===== src/rtl/pb_bridge_pkg.sv =====
package pb_bridge_pkg;

  typedef enum logic [1:0] {
    PH_IDLE   = 2'b00,
    PH_SETUP  = 2'b01,
    PH_ENABLE = 2'b10
  } phase_e;

  localparam logic [1:0] TR_IDLE   = 2'b00;
  localparam logic [1:0] TR_BUSY   = 2'b01;
  localparam logic [1:0] TR_NONSEQ = 2'b10;
  localparam logic [1:0] TR_SEQ    = 2'b11;

  localparam logic [1:0] RESP_OKAY = 2'b00;

  // Transfer types that carry a real access
  function automatic logic is_real_transfer(input logic [1:0] tr);
    return (tr == TR_NONSEQ) || (tr == TR_SEQ);
  endfunction

  // Next peripheral phase given the current one and a newly taken transfer
  function automatic phase_e next_phase(input phase_e cur, input logic take);
    if (cur == PH_SETUP) return PH_ENABLE;
    return take ? PH_SETUP : PH_IDLE;
  endfunction

endpackage


===== src/rtl/pbb_request_latch.sv =====
module pbb_request_latch #(
  parameter int ADDR_W = 32
) (
  input  logic              clk,
  input  logic              rst_n,
  input  logic              take,
  input  logic [ADDR_W-1:0] addr_in,
  input  logic              write_in,
  output logic [ADDR_W-1:0] addr_q,
  output logic              write_q
);

  always_ff @(posedge clk) begin
    if (!rst_n) begin
      addr_q  <= '0;
      write_q <= 1'b0;
    end else if (take) begin
      addr_q  <= addr_in;
      write_q <= write_in;
    end
  end

endmodule


===== src/rtl/pbb_phase_ctrl.sv =====
module pbb_phase_ctrl
  import pb_bridge_pkg::*;
(
  input  logic   clk,
  input  logic   rst_n,
  input  logic   take,
  output phase_e phase_q,
  output logic   in_setup,
  output logic   in_enable
);

  always_ff @(posedge clk) begin
    if (!rst_n) phase_q <= PH_IDLE;
    else        phase_q <= next_phase(phase_q, take);
  end

  assign in_setup  = (phase_q == PH_SETUP);
  assign in_enable = (phase_q == PH_ENABLE);

endmodule


===== src/rtl/pbb_wdata_hold.sv =====
module pbb_wdata_hold #(
  parameter int DATA_W = 32
) (
  input  logic              clk,
  input  logic              rst_n,
  input  logic              in_setup,
  input  logic [DATA_W-1:0] wdata_in,
  output logic [DATA_W-1:0] wdata_out
);

  logic [DATA_W-1:0] wdata_q;

  // Data phase coincides with setup: pass through, then hold for enable
  always_ff @(posedge clk) begin
    if (!rst_n)        wdata_q <= '0;
    else if (in_setup) wdata_q <= wdata_in;
  end

  assign wdata_out = in_setup ? wdata_in : wdata_q;

endmodule


===== src/rtl/pbb_select_decode.sv =====
module pbb_select_decode #(
  parameter int NUM_PERIPH = 16,
  parameter int SEL_W      = 4
) (
  input  logic [SEL_W-1:0]      index,
  input  logic                  active,
  output logic [NUM_PERIPH-1:0] sel,
  output logic                  mapped
);

  assign mapped = ({1'b0, index} < (SEL_W+1)'(NUM_PERIPH));

  for (genvar g = 0; g < NUM_PERIPH; g++) begin : g_sel
    assign sel[g] = active && (index == SEL_W'(g));
  end

endmodule


===== src/rtl/fastbus_periph_bridge.sv =====
module fastbus_periph_bridge
  import pb_bridge_pkg::*;
#(
  parameter int ADDR_W     = 32,
  parameter int DATA_W     = 32,
  parameter int NUM_PERIPH = 16,
  parameter int SEL_LSB    = 12
) (
  input  logic                  clk,
  input  logic                  rst_n,
  input  logic                  fs_sel,
  input  logic [1:0]            fs_trans,
  input  logic [ADDR_W-1:0]     fs_addr,
  input  logic                  fs_write,
  input  logic [DATA_W-1:0]     fs_wdata,
  input  logic                  fs_ready_in,
  output logic                  fs_ready_out,
  output logic [1:0]            fs_resp,
  output logic [DATA_W-1:0]     fs_rdata,
  output logic [ADDR_W-1:0]     pb_addr,
  output logic [NUM_PERIPH-1:0] pb_sel,
  output logic                  pb_en,
  output logic                  pb_write,
  output logic [DATA_W-1:0]     pb_wdata,
  input  logic [DATA_W-1:0]     pb_rdata
);

  localparam int SEL_W = 4;

  phase_e            phase_q;
  logic              in_setup;
  logic              in_enable;
  logic              take;
  logic              write_q;
  logic              mapped;
  logic [ADDR_W-1:0] addr_q;

  // Named event: a fast-side transfer is accepted at this edge
  assign take = fs_sel && is_real_transfer(fs_trans) && fs_ready_in && !in_setup;

  pbb_phase_ctrl u_phase (
    .clk       (clk),
    .rst_n     (rst_n),
    .take      (take),
    .phase_q   (phase_q),
    .in_setup  (in_setup),
    .in_enable (in_enable)
  );

  pbb_request_latch #(.ADDR_W(ADDR_W)) u_req (
    .clk      (clk),
    .rst_n    (rst_n),
    .take     (take),
    .addr_in  (fs_addr),
    .write_in (fs_write),
    .addr_q   (addr_q),
    .write_q  (write_q)
  );

  pbb_wdata_hold #(.DATA_W(DATA_W)) u_wd (
    .clk       (clk),
    .rst_n     (rst_n),
    .in_setup  (in_setup),
    .wdata_in  (fs_wdata),
    .wdata_out (pb_wdata)
  );

  pbb_select_decode #(.NUM_PERIPH(NUM_PERIPH), .SEL_W(SEL_W)) u_dec (
    .index  (addr_q[SEL_LSB +: SEL_W]),
    .active (in_setup || in_enable),
    .sel    (pb_sel),
    .mapped (mapped)
  );

  assign pb_addr      = addr_q;
  assign pb_write     = write_q;
  assign pb_en        = in_enable;
  assign fs_ready_out = !in_setup;
  assign fs_resp      = RESP_OKAY;
  assign fs_rdata     = (in_enable && !write_q && mapped) ? pb_rdata : '0;

endmodule


===== config.mk =====
export PLATFORM = sky130hd
export DESIGN_NAME = fastbus_periph_bridge
export DESIGN_NICKNAME = d
export VERILOG_FILES = /design/src/rtl/pb_bridge_pkg.sv /design/src/rtl/pbb_request_latch.sv /design/src/rtl/pbb_phase_ctrl.sv /design/src/rtl/pbb_wdata_hold.sv /design/src/rtl/pbb_select_decode.sv /design/src/rtl/fastbus_periph_bridge.sv
export SDC_FILE = /design/constraint.sdc
export NUM_CORES = 1
export LEC_CHECK = 0
export BUFFER_PORTS_ARGS = -buffer_cell sky130_fd_sc_hd__buf_2
export CORE_ASPECT_RATIO = 0.75
export CORE_MARGIN = 2
export CORE_UTILIZATION = 35
export CTS_BUF_LIST = sky130_fd_sc_hd__clkbuf_4 sky130_fd_sc_hd__clkbuf_8 sky130_fd_sc_hd__clkbuf_16
export DETAILED_ROUTE_END_ITERATION = 16
export GPL_TIMING_DRIVEN = 0
export MAX_ROUTING_LAYER = met4
export PLACE_DENSITY = 0.71
export SYNTH_ARGS = -nofsm -noshare
export SYNTH_HDL_FRONTEND = slang
export SYNTH_SLANG_ARGS = --single-unit
export TNS_END_PERCENT = 5

===== constraint.sdc =====
create_clock -name clk -period 1.8 [get_ports clk]
set_clock_uncertainty 0.2 [all_clocks]
set_input_delay 0.09 -clock clk [delete_from_list [all_inputs] [get_ports clk]]
set_output_delay 0.09 -clock clk [all_outputs]
set_load 0.01 [all_outputs]

==> metrics.yaml, run 1 <==
global_routing:
  grt_pass1_vias: 3440
  track_usage_pct: 23.1
  grt_max_degree: 13
  grt.overflow.total: 0
  antenna_found_initial: 1
  grt_pass1_wl_mm: 16.7
min_path:
  hold_path.class: "in -> reg"
clocking:
  htreeDepth: 3
  numCtsBuffers: 9
  cts_tree: "built"
  clk_path_buf_depth: 2
  worstSkewPairLatency_ns: 0.32
  clk_pin_slew_ns: 0.06
  clock_sinks: 67
  cts-root-buf: "clkbuf_16"
placed_design:
  place_ws_ns: -0.126
  io_buffers: 215
  place.gp.congestion: 0.796
  placedCellCount: 644
  dpl.hpwl_mm: 6.79
power:
  report.power.total_mw: 3.94
  p_leak_nw: 2.88
  ir_drop_mv: 0.451
  power_density_nw_per_um2: 675
routing:
  routed_wl_mm: 11.5
  via_count: 3387
  vias_per_cell: 4.59
  drc: 0
  avgRoutedWirePerCell_microns: 15.6
  antenna_left: 0
  drtIter0Drc: 98
  dr.pass1.iters: 5
sta:
  drv_slew: 0
  fin_ws_ns: -0.149
  finalCritPeriodShare_pct: 108
  worst_slew_pin_slew_ns: 0.574
  timing.slew.headroom_pct: 61.7
  min_period_ns: 1.95
  setup_viol: 86
  hold_violations: 0
  max_freq_ghz: 0.513
  rsz0062_at_grt: "true"
floorplanning:
  die_area_sq_um: 9390
  die_w_microns: 111
  initial_core_util_pct: 35.8
  rows: 29
  ioPinCount: 220
  die_y_microns: 84.4
  core_sq_um: 8420
critical_path:
  cp_max_fo: 9
  crit_path_end_kind: "output pin"
  crit_required_ns: 1.51
  arrival_ns: 1.66
  reg2reg_setup_slack_ns: -0.08
  crit_type: "reg -> out"
  worst_setup_path_start_kind: "flip-flop"
yosys:
  synth_cells: 320
  seq_area_frac_synth_pct: 44.5
  synth-seq-cells: 67
  synth_area_sq_um: 3020
  yosysUniqueCellTypes: 22
  syn_avg_cell_area_sq_um: 9.43
  ys_warn_count: 0
outcome:
  violations: "negative setup slack"
  status: "finished with violations"
final_layout:
  fillers: 612
  nNetsFinal: 729
  drive_above_1_share_pct: 48.6
  final_cells: 738
  syn_to_final_growth_pct: 93.8
  final_core_util_pct: 69.4
job:
  drv_cap: 0
## routing by layer
metal / GRT usage [%] / up-vias / wire length [microns] / part of all wire [%]
met5: - / - / 0 / 0
met4: 9.20 / 0 / 437 / 3.8
met3: 4.84 / 32 / 626 / 5.4
met2: 44.2 / 171 / 6200 / 54
met1: 22.8 / 1555 / 4260 / 37
li1: - / 1629 / - / -
## final timing paths
check | startpoint | depth (start not counted) | to
max reg2reg | u_phase.phase_q[1] | 8 | u_req.addr_q[24]
max | u_phase.phase_q[1] | 6 | pb_wdata[3]
min reg2reg | u_req.addr_q[11] | 2 | u_req.addr_q[11]
min | rst_n | 3 | u_wd.wdata_q[20]
## final cells by class
class / count / area, sq um / area share [%]
repair buffers: 292 / 2120 / 36.3
multi-input cells: 226 / 1680 / 28.7
flip-flops and latches: 67 / 1340 / 23.0
clock buffers: 11 / 246 / 4.22
plain buffers: 25 / 245 / 4.20
well taps: 108 / 135 / 2.31
clock inverters: 5 / 61.3 / 1.05
inverters: 3 / 11.3 / 0.193
diodes: 1 / 2.50 / 0.0428
## stage by stage
stage / TNS (ns) / hold WS [ns] / area [sq um]
finish: -5.99 / 0.187 / 5850
global placement: -1.37 / 0.138 / 4230
floorplan: 0 / 0.0321 / 3020
detailed placement: -1.77 / 0.147 / 4230
global route: -13.34 / 0.228 / 5850
CTS: -7.11 / 0.146 / 5620
## timing repair
| action | CTS | global route |
|---|---|---|
| endpoints found under the setup margin | 76 | 108 |
| setup buffers | 6 | 3 |
| resized for setup | 78 | 35 |
| pin swaps | 14 | 3 |
| hold buffers | 65 | 0 |
| hold endpoints to repair | 65 | 0 |
| cloned | 2 | 2 |
## cell usage in the layout, fill, tap and decap left out, drive strengths merged
master	netlist	final
mux2	32	32
dlygate4sd3	0	65
nand2	67	67
buf	12	238
ha	2	2
or3b	2	2
diode	0	1
dfxtp	67	67
bufinv	0	1
inv	3	4
clkinv	0	3
nor3	4	4
and2	66	66
nor2b	1	1
and4b	1	1
nand2b	2	2
nand3b	1	1
nor2	12	12
or3	1	1
conb	1	2
mux2i	33	33
clkbuf	13	25
## worst max-delay path: stages (launching register included)
cell and delay, ns:
dfxtp_2 0.32, inv_1 0.05, ha_2 0.18, buf_12 0.16
buf_8 0.13, mux2_2 0.35, buf_2 0.15
## where the power goes
| part | switching [mW] | total, mW | internal (mW) |
|---|---|---|---|
| logic | 0.244 | 0.610 | 0.366 |
| clock network | 0.653 | 1.79 | 1.13 |
| registers | 0.0232 | 1.55 | 1.53 |
## Yosys cell counts, drive strengths merged
cell	n	area (sq um)
nand2	67	251
clkbuf	13	48.8
and4b	1	10.0
or3	1	6.26
nand2b	2	12.5
or3b	2	17.5
mux2i	33	330
dfxtp	67	1340
nor2b	1	6.26
nor2	12	45.0
and2	66	413
ha	2	25.0
conb	1	3.75
inv	3	11.3
nor3	4	20.0
buf	12	106
nand3b	1	7.51
mux2	32	360
## logic make-up (layout without fill, tap and decap cells)
group	after synthesis	after routing	share of synthesized area (%)
DFF	67	67	44.5
other	1	3	0.124
adders and majority gates	2	2	0.829
and+or+nand+nor	157	157	26.2
buffers and inverters	28	336	5.52
muxes	65	65	22.9
## flip-flops by register name, summed over array words and instances (netlist names)
register,count
u_phase.phase_q,2
u_req.addr_q,32
u_req.write_q,1
u_wd.wdata_q,32
Power figures use the tool's default switching activity.
==> run 2: changes to the inputs <==
--- a/config.mk
+++ b/config.mk
@@ -14,6 +14,7 @@
 export GPL_TIMING_DRIVEN = 0
 export MAX_ROUTING_LAYER = met4
 export PLACE_DENSITY = 0.71
+export RECOVER_POWER = 100
 export SYNTH_ARGS = -nofsm -noshare
 export SYNTH_HDL_FRONTEND = slang
 export SYNTH_SLANG_ARGS = --single-unit
==> run 2 against run 1 <==
  * The flow still finishes with violations (negative setup slack)
  * Clock power about the same
  * Total power down 0.12%
  * First-iteration DRC count grew 2.0%
  * Cell area shrank 0.66%
  * Global-route usage did not move
  * Sequential power about the same
  * Sequential cell count did not move
  * Combinational power shrank 1%
  * Final cell count unchanged
  * Hold slack better by 0.0043 ns
==> metrics.yaml, run 2 (synthesis results as in run 1) <==
outcome:
  status: "finished with violations"  # unchanged
  violations: "negative setup slack"  # unchanged
critical_path:
  crit_required_ns: 1.51  # about the same
  worst_setup_path_start_kind: "flip-flop"  # unchanged
  critPathTopFamily: "buffers and inverters"  # unchanged
  cp_max_fo: 9  # unchanged
  cpPeakStageDelay_ns: 0.35  # about the same
  arrival_ns: 1.66  # about the same
  cpMaxStageDelayCell: "mux2_2"  # unchanged
  r2r_start: "u_phase.phase_q[1]"  # unchanged
  crit_type: "reg -> out"  # unchanged
  cp_cell_sequence: "inv_1 -> ha_2 -> buf_12 -> buf_8 -> mux2_2 -> buf_2"  # unchanged
  reg2reg_setup_slack_ns: -0.08  # about the same
  worstReg2RegEnd: "u_req.addr_q[6]"  # was u_req.addr_q[24]
  crit_path_start: "u_phase.phase_q[1]"  # unchanged
  critical_path_cell_count: 6  # unchanged
  r2r_cells: 8  # unchanged
  crit_path_end_kind: "output pin"  # unchanged
  crit_buf_inv: 4  # unchanged
  crit_path_end: "pb_wdata[3]"  # unchanged
clocking:
  cts_tree: "built"  # unchanged
  worstSkewPairLatency_ns: 0.32  # about the same
  htreeDepth: 3  # unchanged
  clock_sinks: 67  # unchanged
  clk_path_buf_depth: 2  # unchanged
  numCtsBuffers: 9  # unchanged
  clk_pin_slew_ns: 0.06  # about the same
  cts-root-buf: "clkbuf_16"  # unchanged
placed_design:
  dpl.hpwl_mm: 6.79  # unchanged
  place.gp.congestion: 0.796  # unchanged
  placedCellCount: 644  # unchanged
  io_buffers: 215  # unchanged
final_layout:
  syn_to_final_growth_pct: 92.5  # was 93.8%
  final_cells: 738  # unchanged
  final_common_cell: "buf_2"  # unchanged
  nNetsFinal: 729  # unchanged
  layout_common_cells: "buf_2, nand2_1, dlygate4sd3_1, dfxtp_1, and2_1"  # unchanged
  drive_above_1_share_pct: 43.7  # was 48.6%
  reg.largest.list: "u_req.addr_q x32, u_wd.wdata_q x32, u_phase.phase_q x2"  # unchanged
  final_core_util_pct: 69.0  # was 69.4%
routing:
  drtIter0Drc: 100  # was 98
  dr.pass1.iters: 4  # was 5
  vias_per_cell: 4.60  # was 4.59
  antenna_left: 0  # unchanged
  via_count: 3393  # was 3,387
  routed_wl_mm: 11.6  # was 11.5 mm
  drc: 0  # unchanged
  avgRoutedWirePerCell_microns: 15.7  # was 15.6 microns
floorplanning:
  die_y_microns: 84.4  # unchanged
  core_sq_um: 8420  # unchanged
  initial_core_util_pct: 35.8  # unchanged
  ioPinCount: 220  # unchanged
  die_w_microns: 111  # unchanged
  rows: 29  # unchanged
  die_area_sq_um: 9390  # unchanged
global_routing:
  grt.overflow.total: 0  # unchanged
  grt_pass1_vias: 3440  # unchanged
  antenna_found_initial: 1  # unchanged
  grt_max_degree: 13  # unchanged
  track_usage_pct: 23.1  # unchanged
  grt_pass1_wl_mm: 16.7  # unchanged
sta:
  rsz0062_at_grt: "true"  # unchanged
  max_freq_ghz: 0.512  # was 0.513 GHz
  fin_ws_ns: -0.151  # was -0.149 ns
  finalCritPeriodShare_pct: 108  # about the same
  hold_violations: 0  # unchanged
  drv_slew: 0  # unchanged
  worst_slew_pin_slew_ns: 0.575  # was 0.574 ns
  min_period_ns: 1.95  # about the same
  finalSetupTns_ns: -5.91  # was -5.99 ns
  timing.slew.headroom_pct: 61.7  # about the same
  setup_viol: 86  # unchanged
min_path:
  hold_path.class: "in -> reg"  # unchanged
  holdPathStages: 3  # unchanged
power:
  power_density_nw_per_um2: 678  # was 675 nW/um^2
  p_leak_nw: 2.75  # was 2.88 nW
  ir_drop_mv: 0.450  # was 0.451 mV
job:
  drv_cap: 0  # unchanged
==> run 2: cell count changes in the layout (fill, tap and decap cells not counted) <==
| cell | before | now |
|---|---|---|
| clkbuf_1 | 10 | 41 |
| buf_2 | 180 | 149 |
==> run 2: worst min path at each step <==
| stage | end | slack [ns] | from |
|---|---|---|---|
| final | u_wd.wdata_q[20] | 0.19 | rst_n |
| after global routing | u_wd.wdata_q[23] | 0.23 | rst_n |
| after global placement | u_req.addr_q[25] | 0.14 | fs_addr[25] |
| after CTS | u_req.addr_q[2] | 0.15 | fs_trans[1] |
| after detailed placement | u_req.write_q | 0.15 | fs_write |
| after floorplan | u_req.addr_q[0] | 0.03 | fs_addr[0] |
==> run 2: what timing repair did <==
item                                    CTS  global route
endpoints found under the hold margin    65             0
cloned                                    2             2
gates resized for setup                  78            35
pin swaps                                14             3
endpoints found under the setup margin   76           108
hold buffers                             65             0
setup buffers                             6             3
==> run 2: stage by stage <==
stage | hold WS, ns | setup WS [ns] | instance area (sq um) | power (mW)
after detailed placement | 0.147 | -0.126 | 4230 | 1.97
after global placement | 0.138 | -0.0886 | 4230 | 1.96
after CTS | 0.146 | -0.140 | 5620 | 3.93
after floorplan | 0.0321 | 0.108 | 3020 | 1.77
final | 0.192 | -0.151 | 5810 | 3.94
after global routing | 0.228 | -0.199 | 5810 | 4.07
==> run 2: layout make-up <==
class	instances	area, sq um
Timing Repair Buffer	292	2080
Antenna cell	1	2.50
Tap cell	108	135
Clock inverter	5	61.3
Multi-Input combinational cell	226	1680
Buffer	25	245
Sequential cell	67	1340
Inverter	3	11.3
Clock buffer	11	246
Fill cell	628	2610
==> run 2: report_power, final <==
part / internal, mW / switching, mW / leakage [nW]
clock: 1.13 / 0.654 / 0.154
combinational: 0.360 / 0.244 / 2.05
sequential: 1.53 / 0.0240 / 0.544
total: 3.02 / 0.922 / 2.75
==> run 2: worst register-to-register path, cell delays in order (launching register included) <==
cell and delay [ns]:
dfxtp_2 0.33, inv_1 0.04, ha_2 0.17, buf_12 0.15, buf_4 0.13, and4b_1 0.25
buf_6 0.16, buf_12 0.16, mux2i_1 0.21
==> run 2: routing by layer <==
| layer | wire, microns | vias up | GRT usage (%) |
|---|---|---|---|
| met1 | 4340 | 1558 | 22.8 |
| met5 | 0 | - | - |
| met3 | 572 | 34 | 4.84 |
| li1 | - | 1633 | - |
| met2 | 6180 | 168 | 44.2 |
| met4 | 469 | 0 | 9.20 |
